==> src/rtl/dsb_pkg.sv <==
package dsb_pkg;

  typedef enum logic [1:0] {
    ST_IDLE  = 2'd0,
    ST_FETCH = 2'd1,
    ST_WAIT  = 2'd2,
    ST_TAIL  = 2'd3
  } dsb_state_e;

  localparam int unsigned NUM_MODE_CODES = 4;
  localparam int unsigned NUM_LIMITS     = 4;
  localparam int unsigned LIM_GAP        = 0;
  localparam int unsigned LIM_PAIR       = 1;
  localparam int unsigned LIM_SETUP      = 2;
  localparam int unsigned LIM_HOLD       = 3;

  // Minimum in nanoseconds for a mode code and a limit kind; code 3 aliases code 2.
  function automatic int unsigned limit_ns(input int unsigned mode, input int unsigned kind);
    int unsigned m;
    m = (mode > 2) ? 2 : mode;
    case (kind)
      LIM_GAP:   return (m == 0) ? 114 : (m == 1) ? 75  : 55;
      LIM_PAIR:  return (m == 0) ? 235 : (m == 1) ? 156 : 117;
      LIM_SETUP: return (m == 0) ? 70  : (m == 1) ? 48  : 34;
      default:   return 6;
    endcase
  endfunction

  // Ceiling division to whole clock cycles, never below one cycle.
  function automatic int unsigned ns_to_cycles(input int unsigned ns, input int unsigned period_ns);
    int unsigned c;
    if (period_ns == 0) return (ns == 0) ? 1 : ns;
    c = (ns + period_ns - 1) / period_ns;
    return (c == 0) ? 1 : c;
  endfunction

  // Timer width: the largest count plus one spare value for saturation.
  function automatic int unsigned timer_width(input int unsigned period_ns);
    int unsigned mx;
    mx = 1;
    for (int unsigned m = 0; m < NUM_MODE_CODES; m++) begin
      for (int unsigned k = 0; k < NUM_LIMITS; k++) begin
        if (ns_to_cycles(limit_ns(m, k), period_ns) > mx) mx = ns_to_cycles(limit_ns(m, k), period_ns);
      end
    end
    return $clog2(mx + 2);
  endfunction

endpackage

==> src/rtl/dsb_mode_limits.sv <==
module dsb_mode_limits #(
  parameter int unsigned CLK_PERIOD_NS = 5,
  parameter int unsigned TW            = 6
) (
  input  logic [1:0]    mode_i,
  output logic [TW-1:0] gap_o,
  output logic [TW-1:0] pair_o,
  output logic [TW-1:0] setup_o,
  output logic [TW-1:0] hold_o
);

  logic [TW-1:0] tbl [dsb_pkg::NUM_MODE_CODES][dsb_pkg::NUM_LIMITS];

  for (genvar m = 0; m < int'(dsb_pkg::NUM_MODE_CODES); m++) begin : g_mode
    for (genvar k = 0; k < int'(dsb_pkg::NUM_LIMITS); k++) begin : g_kind
      localparam int unsigned CYC =
        dsb_pkg::ns_to_cycles(dsb_pkg::limit_ns(m, k), CLK_PERIOD_NS);
      assign tbl[m][k] = TW'(CYC);
    end
  end

  assign gap_o   = tbl[mode_i][dsb_pkg::LIM_GAP];
  assign pair_o  = tbl[mode_i][dsb_pkg::LIM_PAIR];
  assign setup_o = tbl[mode_i][dsb_pkg::LIM_SETUP];
  assign hold_o  = tbl[mode_i][dsb_pkg::LIM_HOLD];

endmodule

==> src/rtl/dsb_sat_timer.sv <==
module dsb_sat_timer #(
  parameter int unsigned TW = 6
) (
  input  logic          clk_i,
  input  logic          rst_ni,
  input  logic          load_i,
  input  logic [TW-1:0] load_val_i,
  output logic [TW-1:0] count_o
);

  localparam logic [TW-1:0] TOP = '1;

  // Counts clock edges since the last load; resets to "long ago".
  always_ff @(posedge clk_i or negedge rst_ni) begin
    if (!rst_ni)             count_o <= TOP;
    else if (load_i)         count_o <= load_val_i;
    else if (count_o != TOP) count_o <= count_o + 1'b1;
  end

endmodule

==> src/rtl/dstrobe_burst_tx.sv <==
module dstrobe_burst_tx #(
  parameter int unsigned DATA_W        = 16,
  parameter int unsigned CNT_W         = 8,
  parameter int unsigned CLK_PERIOD_NS = 5
) (
  input  logic              clk_i,
  input  logic              rst_ni,
  input  logic              start_i,
  input  logic [1:0]        mode_i,
  input  logic [CNT_W-1:0]  count_i,
  input  logic              in_valid_i,
  input  logic [DATA_W-1:0] in_data_i,
  output logic              in_ready_o,
  output logic [DATA_W-1:0] data_o,
  output logic              strobe_o,
  output logic              done_o
);

  import dsb_pkg::*;

  localparam int unsigned   TW      = timer_width(CLK_PERIOD_NS);
  localparam logic [TW-1:0] TMR_SAT = '1;
  localparam int unsigned   NUM_TMR = 3;
  localparam int unsigned   T_DATA  = 0;  // since the word was loaded
  localparam int unsigned   T_LAST  = 1;  // since the latest transition
  localparam int unsigned   T_PREV  = 2;  // since the transition before it

  // Elapsed count (value in the cycle before an edge) meets a minimum at that edge.
  function automatic logic reached(input logic [TW-1:0] elapsed, input logic [TW-1:0] need);
    return ({1'b0, elapsed} + 1'b1) >= {1'b0, need};
  endfunction

  function automatic logic [TW-1:0] sat_inc(input logic [TW-1:0] v);
    return (v == TMR_SAT) ? TMR_SAT : v + 1'b1;
  endfunction

  dsb_state_e        state_q;
  logic [1:0]        mode_q;
  logic [CNT_W-1:0]  left_q;
  logic [1:0]        nedge_q;
  logic              strobe_q;
  logic [DATA_W-1:0] data_q;
  logic              done_q;

  logic [TW-1:0] gap_cyc, pair_cyc, setup_cyc, hold_cyc;

  logic [TW-1:0] tmr_cnt  [NUM_TMR];
  logic          tmr_load [NUM_TMR];
  logic [TW-1:0] tmr_val  [NUM_TMR];

  // Named internal events, used by the bound checker.
  logic burst_start, fetch_fire, edge_fire, tail_done;
  logic hold_met, setup_met, gap_met, pair_met;

  dsb_mode_limits #(
    .CLK_PERIOD_NS(CLK_PERIOD_NS),
    .TW           (TW)
  ) u_limits (
    .mode_i (mode_q),
    .gap_o  (gap_cyc),
    .pair_o (pair_cyc),
    .setup_o(setup_cyc),
    .hold_o (hold_cyc)
  );

  for (genvar i = 0; i < int'(NUM_TMR); i++) begin : g_tmr
    dsb_sat_timer #(.TW(TW)) u_tmr (
      .clk_i     (clk_i),
      .rst_ni    (rst_ni),
      .load_i    (tmr_load[i]),
      .load_val_i(tmr_val[i]),
      .count_o   (tmr_cnt[i])
    );
  end

  assign hold_met  = (nedge_q == 2'd0) || reached(tmr_cnt[T_LAST], hold_cyc);
  assign setup_met = reached(tmr_cnt[T_DATA], setup_cyc);
  assign gap_met   = (nedge_q == 2'd0) || reached(tmr_cnt[T_LAST], gap_cyc);
  assign pair_met  = (nedge_q != 2'd2) || reached(tmr_cnt[T_PREV], pair_cyc);

  assign burst_start = (state_q == ST_IDLE) && start_i && (count_i != '0);
  assign in_ready_o  = (state_q == ST_FETCH) && hold_met;
  assign fetch_fire  = in_ready_o && in_valid_i;
  assign edge_fire   = (state_q == ST_WAIT) && setup_met && gap_met && pair_met;
  assign tail_done   = (state_q == ST_TAIL) && hold_met;

  always_comb begin
    tmr_load[T_DATA] = fetch_fire;
    tmr_val[T_DATA]  = '0;
    tmr_load[T_LAST] = edge_fire;
    tmr_val[T_LAST]  = '0;
    tmr_load[T_PREV] = edge_fire;
    tmr_val[T_PREV]  = sat_inc(tmr_cnt[T_LAST]);
  end

  always_ff @(posedge clk_i or negedge rst_ni) begin
    if (!rst_ni) begin
      state_q  <= ST_IDLE;
      mode_q   <= '0;
      left_q   <= '0;
      nedge_q  <= '0;
      strobe_q <= 1'b1;
      data_q   <= '0;
      done_q   <= 1'b0;
    end else begin
      done_q <= tail_done;
      unique case (state_q)
        ST_IDLE: begin
          if (burst_start) begin
            mode_q  <= mode_i;
            left_q  <= count_i;
            nedge_q <= '0;
            state_q <= ST_FETCH;
          end
        end
        ST_FETCH: begin
          if (fetch_fire) begin
            data_q  <= in_data_i;
            state_q <= ST_WAIT;
          end
        end
        ST_WAIT: begin
          if (edge_fire) begin
            strobe_q <= ~strobe_q;
            left_q   <= left_q - 1'b1;
            if (nedge_q != 2'd2) nedge_q <= nedge_q + 1'b1;
            state_q  <= (left_q == CNT_W'(1)) ? ST_TAIL : ST_FETCH;
          end
        end
        ST_TAIL: begin
          if (tail_done) begin
            strobe_q <= 1'b1;
            state_q  <= ST_IDLE;
          end
        end
        default: state_q <= ST_IDLE;
      endcase
    end
  end

  assign data_o   = data_q;
  assign strobe_o = strobe_q;
  assign done_o   = done_q;

endmodule

==> config.mk <==
export PLATFORM = sky130hd
export DESIGN_NAME = dstrobe_burst_tx
export DESIGN_NICKNAME = d
export VERILOG_FILES = /design/src/rtl/dsb_pkg.sv /design/src/rtl/dsb_mode_limits.sv /design/src/rtl/dsb_sat_timer.sv /design/src/rtl/dstrobe_burst_tx.sv
export SDC_FILE = /design/constraint.sdc
export NUM_CORES = 1
export LEC_CHECK = 0
export BUFFER_PORTS_ARGS = -buffer_cell sky130_fd_sc_hd__buf_4
export CAP_MARGIN = 20
export CORE_MARGIN = 4
export CORE_UTILIZATION = 46
export CTS_BUF_LIST = sky130_fd_sc_hd__clkbuf_4 sky130_fd_sc_hd__clkbuf_8
export DETAILED_ROUTE_END_ITERATION = 6
export PLACE_DENSITY = 0.63
export SYNTH_ARGS = -nofsm -noshare
export SYNTH_HDL_FRONTEND = slang
export SYNTH_SLANG_ARGS = --single-unit
==> constraint.sdc <==
create_clock -name clk_i -period 3.4 [get_ports clk_i]
set_input_delay 0 -clock clk_i [delete_from_list [all_inputs] [get_ports clk_i]]
set_output_delay 0 -clock clk_i [all_outputs]
set_load 0.05 [all_outputs]
# --- After elaboration in Yosys (flattened, before gate mapping) ---
# Cells that the tools add are included.
totals:
  ff_bits: 50
  input_bits: 30
  elab_cells: 90
op_classes:
  add_sub_neg: 8
  order_cmp: 5
  eq_ne: 14
  mux: 26
  bitwise: 2
  reduce_logical: 25
ops:
  columns: ["cell", "n"]
  rows:
  - ["$bmux W24 S2", 1]
  - ["$mux W24", 2]
  - ["$mux W6", 7]
  - ["$ge A7 B6 Y1", 4]
  - ["$add A6 B1 Y7 const B", 3]
  - ["$add A6 B1 Y6 const B", 3]
  - ["$ne A6 B6 Y1 const B", 3]
  - ["$mux W2", 8]
  - ["$mux W8", 2]
  - ["$pmux W8 S2", 1]
  - ["$ne A2 B2 Y1 const B", 6]
  - ["$reduce_bool A2 Y1", 5]
  - ["$eq A8 B1 Y1 const B", 1]
  - ["$logic_and A1 B1 Y1", 8]
  - ["$pmux W2 S4", 1]
  - ["$reduce_and A4 Y1", 2]
  - ["$reduce_bool A8 Y1", 1]
  - ["$sub A8 B1 Y8 const B", 1]
  - ["$eq A6 B6 Y1 const B", 1]
  - ["$reduce_and A3 Y1", 2]
  - ["$eq A2 B2 Y1 const B", 2]
  - ["$logic_not A2 Y1", 2]
  - ["$pmux W2 S2", 1]
  - ["$reduce_and A2 Y1", 2]
  - ["other kinds (8)", 11]

# --- Longest topological paths before layout ---
depth:
  ltp_word: 10
  ltp_mapped: 12

# --- Modules after synthesis ---
# Synthesis repeated with hierarchy kept, for this count alone.
hier_totals:
  hier_cells: 396
  area_unflattened_um2: 3839.9
modules_own_cells:
  columns: ["module", "n_inst", "cells_per_inst", "area_each_um2"]
  rows:
  - ["dstrobe_burst_tx", 1, 253, 2524.9]
  - ["dsb_sat_timer", 3, 39, 379.1]
  - ["dsb_mode_limits", 1, 26, 177.7]

# --- Worst setup path before layout ---
# Ideal clock, no wire load.
synth_timing:
  kind: "reg-to-reg"
  startpoint: "register g_tmr[1].u_tmr.count_o[0]"
  endpoint: "register left_q[2]"
  arrival_time_ps: 2723
  setup_slack_ps: 551
  stages_incl_launch_ff: 12
  synth_period_minus_slack_ps: 2849
  cell_sequence: "dfstp_2 > ha_1 > and2_1 > nand2_1 > xnor2_1 > ha_1 > and3_1 > a221oi_1 > o21a_1 > nor4_1 > a32o_1 > a221o_1"
synth_via:
  elab_chain_len: 7
synth_rtl:
  columns: ["item", "line", "text"]
  rows:
  - ["from (decl)", "dsb_sat_timer.sv:8", "output logic [TW-1:0] count_o"]
  - ["from (signal assigned)", "dsb_sat_timer.sv:16", "else if (load_i) count_o <= load_val_i;"]
  - ["from (signal assigned)", "dsb_sat_timer.sv:17", "else if (count_o != TOP) count_o <= count_o + 1'b1;"]
  - ["$add A6 B1 Y7", "dstrobe_burst_tx.sv:30", "return ({1'b0, elapsed} + 1'b1) >= {1'b0, need};"]
  - ["$ge A7 B6 Y1", "dstrobe_burst_tx.sv:30", null]
  - ["$logic_or A1 B1 Y1", "dstrobe_burst_tx.sv:78", "assign gap_met = (nedge_q == 2'd0) || reached(tmr_cnt[T_LAST], gap_cyc);"]
  - ["$logic_and A1 B1 Y1 (2 in series)", "dstrobe_burst_tx.sv:84", "assign edge_fire = (state_q == ST_WAIT) && setup_met && gap_met && pair_met;"]
  - ["$ne A2 B2 Y1 (no line)", null, null]
  - ["$reduce_and A3 Y1 (no line)", null, null]
  - ["to (signal assigned)", "dstrobe_burst_tx.sv:111", "left_q <= count_i;"]
  - ["to (signal assigned)", "dstrobe_burst_tx.sv:125", "left_q <= left_q - 1'b1;"]
  - ["to (decl)", "dstrobe_burst_tx.sv:39", "logic [CNT_W-1:0] left_q;"]
# No other way between the ends.
# A chain may end at the register's enable or synchronous reset.

# --- Final worst setup path ---
# Same ends and word-level chain as after synthesis.

==> results_tabular.tex <==
\begin{tabular}{lr}
\hline
Metric & Value \\
\hline
\multicolumn{2}{l}{\textbf{STA}} \\
\quad Max-slew violation count & 0 \\
\quad Tcrit/Tclk final & 91.7\% \\
\quad Shortest period the worst path allows & 3120 ps \\
\quad Unrepaired setup endpoints after global routing & no \\
\quad Transition at the pin with the smallest max-transition slack & 770 ps \\
\quad Final setup violation count & 0 \\
\quad Largest clock skew in the final design & 12.5 ps \\
\quad Final hold vios & 0 \\
\quad Final total negative setup slack & 0 ps \\
\quad Achievable clock frequency & 321 MHz \\
\quad Worst slew margin relative to its limit & roughly half \\
\multicolumn{2}{l}{\textbf{Floorplan}} \\
\quad Row count & 29 \\
\quad Die outline area & 0.00789 mm2 \\
\quad Number of I/O pins & 49 \\
\quad Initial Util & a little under half \\
\quad Chip height & 88.8 um \\
\quad Floorplan core area & 0.00635 mm2 \\
\quad Die span in x & around 90 um \\
\multicolumn{2}{l}{\textbf{Final layout}} \\
\quad Number of diodes added for antenna fixing & 0 \\
\quad Fraction of layout instances using a drive strength above 1 & 28.3\% \\
\quad Area of all placed cells without fillers & about 0.0038 mm2 \\
\quad Most frequent cells in the layout & buf\_4, dfrtp\_1, nor2\_1 \\
\quad Most common cell after layout, fill and taps aside & buf\_4 \\
\quad Signed area change from the synthesized netlist to the final layout & 25.7\% \\
\quad Count of fill cells added during filler insertion & 535 \\
\quad Multi-input gate area & $\sim$0.0016 mm2 \\
\quad Register cell area after layout & 0.00127 mm2 \\
\quad Final Net Count & 411 \\
\multicolumn{2}{l}{\textbf{Placement}} \\
\quad Port-buffer cells & 48 \\
\quad Total half-perimeter wirelength after legalization and detailed placement & 4760 um \\
\quad Weighted congestion reported at the end of routability-driven placement & 0.835 \\
\quad Standard cell area after detailed placement & 0.00341 mm2 \\
\multicolumn{2}{l}{\textbf{Critical path}} \\
\quad Most prevalent standard cell on the critical path & ha\_1 \\
\quad Total stage count of the critical path & 11 \\
\quad Type of origin of the critical path & flop \\
\quad Setup crit end kind & flop \\
\quad Slowest cell on the critical path & dfstp\_2 \\
\quad Worst setup path category & flop to flop \\
\quad Worst Path Arrival & approximately 3300 ps \\
\quad Cell count of the worst reg-to-reg path & 11 \\
\quad Worst path buffer plus inverter count & 0 \\
\quad Ordered cell list for the critical path & ha\_1, and2\_1, nand2\_1, xnor2\_1, ha\_1, and3\_1, a221oi\_1, o21a\_1, nor4\_4, nor2\_2, a221o\_1 \\
\quad Maximum net fanout on the critical path & 11 \\
\quad Top cell family by delay on the critical path & simple AND/OR/NAND/NOR gates \\
\quad Required time at the worst-slack endpoint & around 3600 ps \\
\quad Peak per-stage delay on the critical path & 590 ps \\
\multicolumn{2}{l}{\textbf{Logic synthesis}} \\
\quad Synth Register Bits & 50 \\
\quad Cell type with the highest aggregate area in the netlist & dfrtp\_1 \\
\quad Fraction of synthesized cell area in xor and xnor cells & about 4\% \\
\quad Synth warnings & 0 \\
\quad Number of enable-type register cells in the synthesized netlist & 0 \\
\quad Number of library cell types mapped by synthesis & 58 \\
\quad Prevailing post-synth register cell & dfrtp\_1 \\
\quad Per-instance average area after synthesis & 10.4 um2 \\
\quad Summed instance area of the synthesized netlist & 0.00301 mm2 \\
\quad Yosys top cell area share & 25.8\% \\
\quad Mapped Nets & 339 \\
\quad Number of instances in the synthesized netlist & roughly 290 \\
\quad Main combinational cell family by area after synthesis & simple AND/OR/NAND/NOR gates \\
\quad Adder and majority gate portion of the synthesized area & 8.74\% \\
\quad Ranking of synthesized cells by area & dfrtp\_1, dfstp\_2, ha\_1 \\
\quad Multiplexer share of the synthesized area & 9.28\% \\
\quad Share of the yosys chip area belonging to registers & 42.4\% \\
\quad Post-synthesis share of cell area spent on and, or, nand and nor gates & 17.2\% \\
\quad Post-synthesis compound-gate area fraction & 14.0\% \\
\quad Ys async rst share & 100\% \\
\multicolumn{2}{l}{\textbf{GRT}} \\
\quad Global-route wire length before repair & 11200 um \\
\quad Number of global-route vias before repair & 2364 \\
\quad All-Layer GR Usage & $\sim$18\% \\
\quad Initial antenna violation count & 0 \\
\quad Total gr overflow & 0 \\
\quad Largest net degree at the start of global routing & 51 \\
\multicolumn{2}{l}{\textbf{Clocking}} \\
\quad Clock slew at reported path FFs & 100 ps \\
\quad TritonCTS clock tree & yes \\
\quad Inserted Clock Buffers & 5 \\
\quad Post-cts resize count & 0 \\
\quad Largest buffer count on any clock path & 2 \\
\quad Number of clock sinks & 50 \\
\quad Latest clock arrival within the worst-skew pair & 310 ps \\
\quad Root Buffer Master & clkbuf\_8 \\
\quad Maximum level of the CTS H-tree & 2 \\
\multicolumn{2}{l}{\textbf{Min path}} \\
\quad Hold-critical path depth & 3 \\
\quad Type of the tightest min-delay check & input port to flop \\
\multicolumn{2}{l}{\textbf{Routing}} \\
\quad Wirelength, routed & 6700 um \\
\quad Vias after detailed routing & between 2000 and 2500 \\
\quad DRC viols & 0 \\
\quad Post-detailed-route wirelength per cell & 15.3 um \\
\quad ANT nets after route & 0 \\
\quad Iteration count of the initial detailed-routing pass & 4 \\
\quad Average vias per placed instance & between 5 and 6 \\
\quad Drt initial violations & 117 \\
\multicolumn{2}{l}{\textbf{Power}} \\
\quad Leakage power figure & 1.69 nW \\
\quad Seq pwr share & 31.9\% \\
\quad Worst vdd rail ir drop & 0.000586 V \\
\quad Power density over the cells & 1070 mW/mm2 \\
\quad Clock group share of total power & approximately 11\% \\
\quad Switching power as a share of total power & 45.9\% \\
\quad Combinational group share of total power & 56.9\% \\
\quad Net switching component of the power & between 1.5 and 2 mW \\
\quad Power consumption & 4.04 mW \\
\quad Internal power & 2.18 mW \\
\multicolumn{2}{l}{\textbf{Outcome}} \\
\quad Run status & completed \\
\multicolumn{2}{l}{\textbf{Flow run}} \\
\quad Max-cap check violation count & 0 \\
\hline
\end{tabular}
[worst paths after layout]
check                       endpoint  slack (ps)                       from
setup reg to reg           left_q[2]         280  g_tmr[1].u_tmr.count_o[0]
setup / recovery           left_q[2]         280  g_tmr[1].u_tmr.count_o[0]
min in group asynchronous  data_o[9]         240                     rst_ni
max in group asynchronous  left_q[0]        2720                     rst_ni
hold reg to reg            left_q[7]         510                  left_q[7]
hold / removal             left_q[0]          30                 count_i[0]
[Yosys cell counts, types with 3 or more instances]
library cell  number
dfrtp_1           31
nor2_1            29
ha_1              21
dfstp_2           19
a21oi_1           14
inv_1             13
mux2_4            13
nand2_1           13
nand3_1           13
o21ai_0           12
nor4_1             9
xnor2_1            8
clkbuf_1           6
nor3_1             6
xor2_1             6
mux2i_1            5
nand2b_1           5
a31oi_1            4
and3_1             4
o2bb2ai_1          4
a21o_1             3
mux2_2             3
[through the flow]
stage          setup slack (ps)  utilization (%)  instances  hold slack [ps]
3_3_place_gp                352             53.7        405             64.8
3_5_place_dp                315             53.7        405             68.1
6_report                    282             59.5        438             35.0
4_1_cts                     309             59.5        438             38.9
5_1_grt                    65.6             59.5        438             52.9
2_1_floorplan               551                -        288             -296
[cells by family (layout without fill, tap and decap cells)]
kind of cell / after synthesis / count (layout)
AND/OR/NAND/NOR: 97 / 97
AO/OA/AOI/OAI: 61 / 61
adder cells (fa/ha/maj): 21 / 21
buffers and inverters: 24 / 97
XOR/XNOR: 14 / 14
flip-flops: 50 / 50
multiplexers: 21 / 21
[layer usage]
metal	wire [um]	track usage (%)	up-vias
met4	98	6.18	0
li1	-	-	1192
met3	181	2.23	10
met5	0	0	-
met2	3160	28.0	34
met1	3250	26.7	1140
[power by group through the flow]
| stage | Sequential (mW) | Combinational, mW | Clock (mW) |
|---|---|---|---|
| after floorplan | 1.56 | 1.44 | 0 |
| after global placement | 1.28 | 2.26 | 0 |
| after detailed placement | 1.29 | 2.29 | 0 |
| after CTS | 1.29 | 2.32 | 0.464 |
| after global routing | 1.34 | 2.57 | 0.488 |
| final | 1.29 | 2.30 | 0.451 |
[registers in the layout, indices dropped and copies added (netlist names)]
signal,cells
g_tmr.u_tmr.count_o,18
strobe_o,1
data_o,16
mode_q,2
nedge_q,2
left_q,8
done_o,1
state_q,2
[repair_timing]
item	CTS	global route
endpoints found under the hold margin	55	0
buffers inserted	0	0
hold buffers	25	0
[worst min-delay path, cell delays in order]
cell and delay (ps):
buf_4 90, a21oi_1 50, a21boi_0 150
[area by class of cell]
class | count | share of cell area [%]
clock buffers | 6 | 2.19
clock inverters | 2 | 1.03
inverters | 13 | 1.29
multi-input cells | 214 | 42.5
flip-flops and latches | 50 | 33.7
well taps | 77 | 2.55
repair buffers | 76 | 16.8
Power figures use the tool's default switching activity.
